File: src/rtl/serout_pkg.sv
package serout_pkg;
  // strobes from the control to the datapath
  typedef struct packed {
    logic convDone;  // capture sample word
    logic load;      // load formatted result into the shifter
    logic shift;     // advance the shifter by one bit
    logic tagCap;    // latch idle tag level
    logic txActive;  // internal burst in progress
    logic syncSet;
    logic syncClr;
    logic edgeTick;  // external clock rising edge while reading
  } ctl_t;
endpackage

File: src/rtl/serout_ctrl.sv
module serout_ctrl
  import serout_pkg::*;
#(
  parameter int WORD_W      = 16,
  parameter int CONV_CYCLES = 384,
  parameter int DCLK_HALF   = 2
) (
  input  logic clk,
  input  logic rst_n,
  input  logic csN,
  input  logic rdCnv,
  input  logic extMode,
  input  logic extDclk,
  output ctl_t ctl,
  output logic convStart,
  output logic busy,
  output logic dclkOut
);
  localparam int CW  = $clog2(CONV_CYCLES + 1);
  localparam int DW  = $clog2(DCLK_HALF + 1);
  localparam int PCW = $clog2(WORD_W + 1);

  // control edge decode
  logic prevCs, prevRd;
  logic selNow, selPrev, convTrig, startOk, startTx;
  assign selNow   = csN | rdCnv;
  assign selPrev  = prevCs | prevRd;
  assign convTrig = selPrev & ~selNow;

  // conversion timer
  logic          busyR;
  logic [CW-1:0] convCnt;
  assign startOk = convTrig & ~busyR;
  assign startTx = startOk & ~extMode;

  always_ff @(posedge clk or negedge rst_n) begin
    if (!rst_n) begin
      prevCs    <= 1'b1;
      prevRd    <= 1'b1;
      convStart <= 1'b0;
      busyR     <= 1'b0;
      convCnt   <= '0;
    end else begin
      prevCs    <= csN;
      prevRd    <= rdCnv;
      convStart <= startOk;
      if (startOk) begin
        busyR   <= 1'b1;
        convCnt <= CW'(CONV_CYCLES - 1);
      end else if (busyR) begin
        if (convCnt == '0) busyR <= 1'b0;
        else               convCnt <= convCnt - 1'b1;
      end
    end
  end
  assign busy = busyR;

  // internal data clock burst
  logic           txActive, dclkR;
  logic [DW-1:0]  divCnt;
  logic [PCW-1:0] pulseCnt;
  logic           divWrap, shiftInt;
  assign divWrap  = txActive && (divCnt == DW'(DCLK_HALF - 1));
  assign shiftInt = divWrap && !dclkR && (pulseCnt != '0) && (pulseCnt != PCW'(WORD_W));

  always_ff @(posedge clk or negedge rst_n) begin
    if (!rst_n) begin
      txActive <= 1'b0;
      dclkR    <= 1'b0;
      divCnt   <= '0;
      pulseCnt <= '0;
    end else if (extMode) begin
      txActive <= 1'b0;
      dclkR    <= 1'b0;
    end else if (startTx) begin
      txActive <= 1'b1;
      dclkR    <= 1'b0;
      divCnt   <= '0;
      pulseCnt <= '0;
    end else if (txActive) begin
      if (divWrap) begin
        divCnt <= '0;
        if (dclkR) begin
          dclkR <= 1'b0;
        end else if (pulseCnt == PCW'(WORD_W)) begin
          txActive <= 1'b0;
        end else begin
          dclkR    <= 1'b1;
          pulseCnt <= pulseCnt + 1'b1;
        end
      end else begin
        divCnt <= divCnt + 1'b1;
      end
    end
  end
  assign dclkOut = dclkR;

  // external clock: two-flop synchronizer plus edge detect
  logic syncA, syncB, syncC, extRise;
  logic extTrig, readEn, extArmed, firstEdge;
  assign extRise = syncB & ~syncC;
  assign readEn  = ~csN & rdCnv;
  assign extTrig = extMode & ((~prevRd & rdCnv & ~csN) | (prevCs & ~csN & rdCnv));

  always_ff @(posedge clk or negedge rst_n) begin
    if (!rst_n) begin
      syncA     <= 1'b0;
      syncB     <= 1'b0;
      syncC     <= 1'b0;
      extArmed  <= 1'b0;
      firstEdge <= 1'b0;
    end else begin
      syncA <= extDclk;
      syncB <= syncA;
      syncC <= syncB;
      if (!extMode || !readEn) begin
        extArmed <= 1'b0;
      end else if (extTrig) begin
        extArmed  <= 1'b1;
        firstEdge <= 1'b1;
      end else if (extArmed && extRise) begin
        firstEdge <= 1'b0;
      end
    end
  end

  logic extTick;
  assign extTick = extArmed & extRise;

  always_comb begin
    ctl          = '0;
    ctl.convDone = busyR && (convCnt == '0);
    ctl.load     = startTx | extTrig;
    ctl.shift    = shiftInt | (extTick & ~firstEdge);
    ctl.tagCap   = startTx;
    ctl.txActive = txActive;
    ctl.syncSet  = extTick & firstEdge;
    ctl.syncClr  = ~extArmed | (extTick & ~firstEdge);
    ctl.edgeTick = extTick;
  end
endmodule

File: src/rtl/serout_datapath.sv
module serout_datapath
  import serout_pkg::*;
#(
  parameter int WORD_W = 16
) (
  input  logic              clk,
  input  logic              rst_n,
  input  ctl_t              ctl,
  input  logic [WORD_W-1:0] sampleWord,
  input  logic              binFmt,
  input  logic              tagIn,
  input  logic              extMode,
  output logic              serOut,
  output logic              syncOut
);
  logic [WORD_W-1:0] resultReg, shreg, fmtWord;
  logic              tagHold, tagPipe, syncR;

  // two's complement from offset binary: flip the sign bit
  assign fmtWord = binFmt ? resultReg : {~resultReg[WORD_W-1], resultReg[WORD_W-2:0]};

  always_ff @(posedge clk or negedge rst_n) begin
    if (!rst_n) begin
      resultReg <= '0;
      shreg     <= '0;
      tagHold   <= 1'b0;
      tagPipe   <= 1'b0;
      syncR     <= 1'b0;
    end else begin
      if (ctl.convDone) resultReg <= sampleWord;
      if (ctl.load)       shreg <= fmtWord;
      else if (ctl.shift) shreg <= {shreg[WORD_W-2:0], tagPipe};
      if (ctl.edgeTick) tagPipe <= tagIn;
      if (ctl.tagCap)   tagHold <= tagIn;
      if (ctl.syncSet)      syncR <= 1'b1;
      else if (ctl.syncClr) syncR <= 1'b0;
    end
  end

  assign serOut  = (extMode | ctl.txActive) ? shreg[WORD_W-1] : tagHold;
  assign syncOut = syncR;
endmodule

File: src/rtl/sar_result_serializer.sv
module sar_result_serializer
  import serout_pkg::*;
#(
  parameter int WORD_W    = 16,
  parameter int CLK_HZ    = 50_000_000,
  parameter int CONV_NS   = 7680,
  parameter int DCLK_HALF = 2
) (
  input  logic              clk,
  input  logic              rst_n,
  input  logic [WORD_W-1:0] sampleWord,
  input  logic              csN,
  input  logic              rdCnv,
  input  logic              extMode,
  input  logic              binFmt,
  input  logic              tagIn,
  input  logic              extDclk,
  output logic              dclkOut,
  output logic              serOut,
  output logic              syncOut,
  output logic              convStart,
  output logic              busy
);
  localparam longint CONV_CYC_L  = (longint'(CLK_HZ) * longint'(CONV_NS)) / 64'd1000000000;
  localparam int     CONV_CYCLES = int'(CONV_CYC_L);

  ctl_t ctl;

  serout_ctrl #(
    .WORD_W(WORD_W), .CONV_CYCLES(CONV_CYCLES), .DCLK_HALF(DCLK_HALF)
  ) ctrl_i (
    .clk(clk), .rst_n(rst_n), .csN(csN), .rdCnv(rdCnv), .extMode(extMode),
    .extDclk(extDclk), .ctl(ctl), .convStart(convStart), .busy(busy),
    .dclkOut(dclkOut)
  );

  serout_datapath #(.WORD_W(WORD_W)) dp_i (
    .clk(clk), .rst_n(rst_n), .ctl(ctl), .sampleWord(sampleWord),
    .binFmt(binFmt), .tagIn(tagIn), .extMode(extMode), .serOut(serOut),
    .syncOut(syncOut)
  );
endmodule

File: config.mk
export PLATFORM = sky130hd
export DESIGN_NAME = sar_result_serializer
export DESIGN_NICKNAME = d
export VERILOG_FILES = /design/src/rtl/serout_pkg.sv /design/src/rtl/serout_ctrl.sv /design/src/rtl/serout_datapath.sv /design/src/rtl/sar_result_serializer.sv
export SDC_FILE = /design/constraint.sdc
export NUM_CORES = 1
export LEC_CHECK = 0
export BUFFER_PORTS_ARGS = -buffer_cell sky130_fd_sc_hd__buf_2
export CAP_MARGIN = 20
export CORE_AREA = 2 2 88 90
export CTS_CLUSTER_DIAMETER = 100
export CTS_CLUSTER_SIZE = 25
export DETAILED_ROUTE_END_ITERATION = 10
export DIE_AREA = 0 0 90 92
export PLACE_DENSITY_LB_ADDON = 0.25
export SLEW_MARGIN = 0
export SYNTH_ARGS = -nofsm -noshare
export SYNTH_HDL_FRONTEND = slang
export SYNTH_SLANG_ARGS = --single-unit
File: constraint.sdc
create_clock -name clk -period 2.25 [get_ports clk]
set_input_delay 0.1125 -clock clk [delete_from_list [all_inputs] [get_ports clk]]
set_output_delay 0.1125 -clock clk [all_outputs]
set_load 0.02 [all_outputs]
======== Yosys cells after proc, flatten, opt, wreduce, memory -nomap -nowiden ========
Index checks and enable logic that the tools add are counted.
cells by class
  multiplexer cells ....................... 35
  multipliers ............................. 0
  bitwise gates (word level) .............. 30
  magnitude comparators ................... 0
  add/sub/neg operators ................... 3
  equality and inequality tests ........... 6
  divide/modulo/power cells ............... 0
  reduce and logical (&&, ||, !) cells .... 26
  shifts and indexed selects .............. 0
operator list
  operator               count
  $mux W16               3
  $mux W9                3
  $mux W5                5
  $mux W1                21
  $reduce_bool A2 Y1     7
  $and A1 B1 Y1          13
  $not A1 Y1             10
  $logic_not A9 Y1       1
  $sub A9 B1 Y9 const B  1
  $reduce_and A2 Y1      4
  $or A1 B1 Y1           7
  $logic_and A1 B1 Y1    6
  $mux W2                3
  $ne A2 B1 Y1 const B   3
  $reduce_bool A3 Y1     2
  $add A5 B1 Y5 const B  1
  $eq A5 B5 Y1 const B   1
  $ne A5 B5 Y1 const B   1
  $reduce_and A5 Y1      1
  $reduce_bool A5 Y1     1
  $logic_not A1 Y1       3
  $add A2 B1 Y2 const B  1
  $eq A2 B1 Y1 const B   1
  $logic_or A1 B1 Y1     1
storage, ports and cells
  bits in writable memories ............... 0
  memories kept ........................... 0
  bits in read-only memories .............. 0
  word-level logic and storage cells ...... 119
  output and inout bits ................... 5
  flip-flop bits (word level) ............. 62
  input port bits ......................... 24
  bits in latches ......................... 0

======== Depth between registers and ports, before layout ========
  word-level depth ........................ 8
  mapped depth ............................ 8
  gate-level depth less buffers ........... 6

======== Modules after synthesis ========
Synthesis repeated with hierarchy kept, for this count alone.
unflattened totals
  cell total of the unflattened synthesis .. 245
  area total of the unflattened synthesis .. 2932.8 um2
by module, submodules not included
  module           area an instance (um2)  times used  cells each  sequential area each (um2)
  serout_datapath  1529.0                  1           112         875.8
  serout_ctrl      1403.8                  1           133         678.2

======== Least setup slack after synthesis ========
OpenSTA, ideal clock, no wires.
  path type ............................... flip-flop to flip-flop
  start ................................... register ctrl_i.pulseCnt[0]
  end ..................................... register dp_i.shreg[10]
  path slack .............................. 0.243 ns
  clock period less this slack ............ 2.007 ns
  arrival time ............................ 1.883 ns
  data required time ...................... 2.125 ns
  cell stages (with the launch flop) ...... 9
  buffers on the path ..................... 2
  cell sequence ........................... dfrtp_1 > inv_1 > ha_1 > nor3b_1 > o22a_1 > buf_2 > buf_2 > mux2_2 > mux2_2
on the way
  cells in the longest elaborated chain, start to end .. 5
  elaborated cells between the ends (all ways) .. 6
  classes of those cells .................. eq/ne (1); bitwise (1); reduce/logical (4)
ends and longest elaborated chain
  item                                   line                   RTL
  start, declared                        serout_ctrl.sv:61      logic [PCW-1:0] pulseCnt;
  start signal, assigned                 serout_ctrl.sv:89      pulseCnt <= pulseCnt + 1'b1;
  $reduce_bool A5 Y1                     serout_ctrl.sv:64      assign shiftInt = divWrap && !dclkR && (pulseCnt != '0) && (pulseCnt != PCW'(WORD_W));
  $logic_and A1 B1 Y1                    serout_ctrl.sv:64
  $logic_and A1 B1 Y1 *                  serout_ctrl.sv:64
  $or A1 B1 Y1 *                         serout_ctrl.sv:134     ctl.shift = shiftInt | (extTick & ~firstEdge);
  $reduce_bool A2 Y1 (no source line) *  -
  end signal, assigned                   serout_datapath.sv:31  if (ctl.load) shreg <= fmtWord;
  end signal, assigned                   serout_datapath.sv:32  else if (ctl.shift) shreg <= {shreg[WORD_W-2:0], tagPipe};
  end, declared                          serout_datapath.sv:16  logic [WORD_W-1:0] resultReg, shreg, fmtWord;
Mark *: on every way between the ends. The rest lies on a longest branch, timed or not.
A chain may end at the register's enable or synchronous reset.

======== Worst setup path after layout ========
  start ................................... register ctrl_i.pulseCnt[0]
  end ..................................... register dp_i.shreg[7]
Same word-level chain as after synthesis.

==> flow_summary.json <==
{
  "drive_above_1_share": 0.396,
  "crit_path_end_kind": "register",
  "critPathLaunchType": "register",
  "tns_ps": 0,
  "clk_latency_ps": 340,
  "critPathLaunch": "ctrl_i.pulseCnt[0]$_DFFE_PN0P_",
  "die-height_um": 92,
  "ys_top_cells_by_area": "dfrtp_1, mux2_2, mux2_4",
  "cp.depth": 7,
  "worstPathCellList": "inv_1 -> ha_1 -> nor3b_1 -> o22a_1 -> buf_4 -> mux2_2 -> mux2_2",
  "synthesis.nets": 246,
  "busiest_layer": "met2",
  "cp.arrival_ps": 2190,
  "grtUsageMet3": 0.0312,
  "io_pins": 29,
  "crit_slowest_cell": "dfrtp_1",
  "netlist.area_leader.share": 0.522,
  "layout.nets": 300,
  "htree_levels": 3,
  "leakagePower_nw": 1.62,
  "synth-seq-cells": 62,
  "instances_no_fill": 380,
  "ant_nets": 0,
  "met1_usage": 0.176,
  "nFillCells": 704,
  "wl_mm": 4.96,
  "critPathMaxFanout": 16,
  "yosys_warnings": 0,
  "clockRootBuffer": "clkbuf_8",
  "grt_max_degree": 28,
  "clk_pin_slew_ps": 60,
  "hold_viol_final": 0,
  "port_buffers": 28,
  "tritoncts": "yes",
  "synth_edf_count": 0,
  "core_um2": 7450,
  "routed_via_density": 4.77,
  "worstMarginPinSlew_ps": 617,
  "area.sequential_um2": 1550,
  "slew_violations": 0,
  "avgSynthCellArea_um2": 13.1,
  "vias": 1813,
  "drt_pass1_iterations": 4,
  "final_cell_mix": "dfrtp_1, mux2_2, buf_2",
  "dp_cells": 348,
  "grt_util_all_layers": 0.131,
  "r2r_start": "ctrl_i.pulseCnt[0]$_DFFE_PN0P_",
  "diodes": 0,
  "first_iter_violations": 77,
  "powerDensity_nw_per_um2": 720,
  "die_area_um2": 8280,
  "min_path_type": "in2reg",
  "start_util": 0.386,
  "drc": 0,
  "wl_per_cell_um": 13.1,
  "clock-sinks": 62,
  "hold_depth": 2,
  "maxSlewHeadroom": 0.588,
  "grt_first_pass_wirelength_mm": 8.49,
  "maxCapViolCount": 0,
  "synth_flop_cell": "dfrtp_1",
  "path_class": "reg2reg",
  "async_reset_ff_frac": 1.00,
  "multiInputGateArea_um2": 1240,
  "areaGrowthSynthToFinish_pct": 22.1,
  "synth_cell_types": 51,
  "skew_ps": 9.67,
  "rsz0062_at_grt": "no",
  "max_stage_delay_ps": 390,
  "die_width_um": 90,
  "synthesis.area_um2": 2870,
  "cts_buffer_depth": 2,
  "setup_violations": 0,
  "grt_util_met2": 0.197,
  "crit_required_ps": 2470,
  "layout_commonest_cell": "dfrtp_1",
  "cts_buffers": 9,
  "yosysTopAreaCell": "dfrtp_1",
  "grt_pass1_vias": 1773,
  "fmax_mhz": 508,
  "grt_remaining_overflow": 0,
  "ir_drop_mv": 0.385,
  "antenna_found_initial": 0,
  "hp-start": "sampleWord[4]",
  "min_period_over_period": 0.874,
  "worstRegToRegCells": 7,
  "cts_resized": 0,
  "crit_path_frequent_cell": "mux2_2",
  "gp_congestion": 0.763,
  "status": "complete, no violations",
  "post-dp-hpwl_mm": 3.37,
  "rows": 32,
  "ys_seq_area_frac": 0.541,
  "crit_family": "multiplexers",
  "finalCriticalPeriod_ps": 1970,
  "power.total_mw": 2.53,
  "syn_inst": 219,
  "crit_buf_inv": 2
}
==> layout make-up <==
cell class,instances,area share
well taps,102,0.0364
flip-flops and latches,62,0.443
multi-input cells,138,0.353
repair buffers,50,0.0984
inverters,12,0.0128
clock buffers,12,0.0442
clock inverters,4,0.0128
==> cells in the mapped netlist (all sizes together), types with 2 or more instances <==
| cell | number |
|---|---|
| o41ai | 2 |
| nor3 | 4 |
| or3 | 2 |
| nand4 | 2 |
| nor2 | 4 |
| o311ai | 3 |
| nor2b | 3 |
| xor2 | 3 |
| nand2 | 13 |
| mux2i | 5 |
| a21oi | 7 |
| nor3b | 2 |
| ha | 3 |
| mux2 | 49 |
| or4 | 3 |
| inv | 11 |
| dfrtp | 60 |
| dfstp | 2 |
| o211ai | 3 |
| nand4bb | 2 |
| o21ai | 9 |
| nand2b | 3 |
| clkbuf | 3 |
| buf | 4 |
==> per-layer routing <==
metal	vias to the layer above	share of wire	wire, µm
met5	-	0	0
met2	25	0.45	2220
met4	0	0.023	115
met3	10	0.030	151
met1	877	0.50	2470
li1	901	-	-
==> cells by family (layout without fill, tap and decap cells) <==
logic type	Yosys count	after routing	share of synthesized area
buffers and inverters	19	78	0.0287
AOI/OAI and AO/OA	33	33	0.0827
adders and majority gates	3	3	0.0131
xor gates and xnor gates	4	4	0.0122
muxes	54	54	0.222
DFF	62	62	0.541
and+or+nand+nor	44	44	0.100
==> stage by stage <==
step | util | hold WS (ps) | area (µm²) | setup WS [ps]
floorplan | - | -183 | 2870 | 243
global placement | 0.423 | 164 | 3150 | 319
detailed placement | 0.423 | 173 | 3150 | 292
CTS | 0.471 | 5.05 | 3510 | 280
global route | 0.471 | 8.35 | 3510 | 179
finish | 0.471 | 19.2 | 3510 | 283
==> repair_timing <==
action                    CTS  global route
hold buffers               16             0
buffers inserted            0             0
hold endpoints to repair   38             0
==> registers in the layout (all words and copies together), names as in the netlist <==
register          cells
ctrl_i.busy           1
ctrl_i.convStart      1
dp_i.syncOut          1
dp_i.shreg           16
ctrl_i.syncB          1
dp_i.tagHold          1
ctrl_i.syncC          1
ctrl_i.txActive       1
ctrl_i.divCnt         2
ctrl_i.firstEdge      1
ctrl_i.pulseCnt       5
ctrl_i.convCnt        9
dp_i.resultReg       16
ctrl_i.prevCs         1
ctrl_i.prevRd         1
dp_i.tagPipe          1
ctrl_i.extArmed       1
ctrl_i.syncA          1
ctrl_i.dclkOut        1
==> where the power goes <==
group,internal [mW],switching (mW),total [mW]
logic,0.176,0.0945,0.271
clock network,0.567,0.412,0.978
registers,1.22,0.0551,1.28
==> final timing paths <==
check,endpoint,slack [ps]
max in group asynchronous,dp_i.resultReg[11]$_DFFE_PN0P_,1230
hold / removal,dp_i.resultReg[4]$_DFFE_PN0P_,20
hold reg to reg,ctrl_i.syncB$_DFF_PN0_,350
setup reg to reg,dp_i.shreg[7]$_DFFE_PN0P_,280
min in group asynchronous,ctrl_i.convCnt[4]$_DFFE_PN0P_,320
setup / recovery,dp_i.shreg[7]$_DFFE_PN0P_,280
No activity file was read; power rests on OpenSTA's default activity.
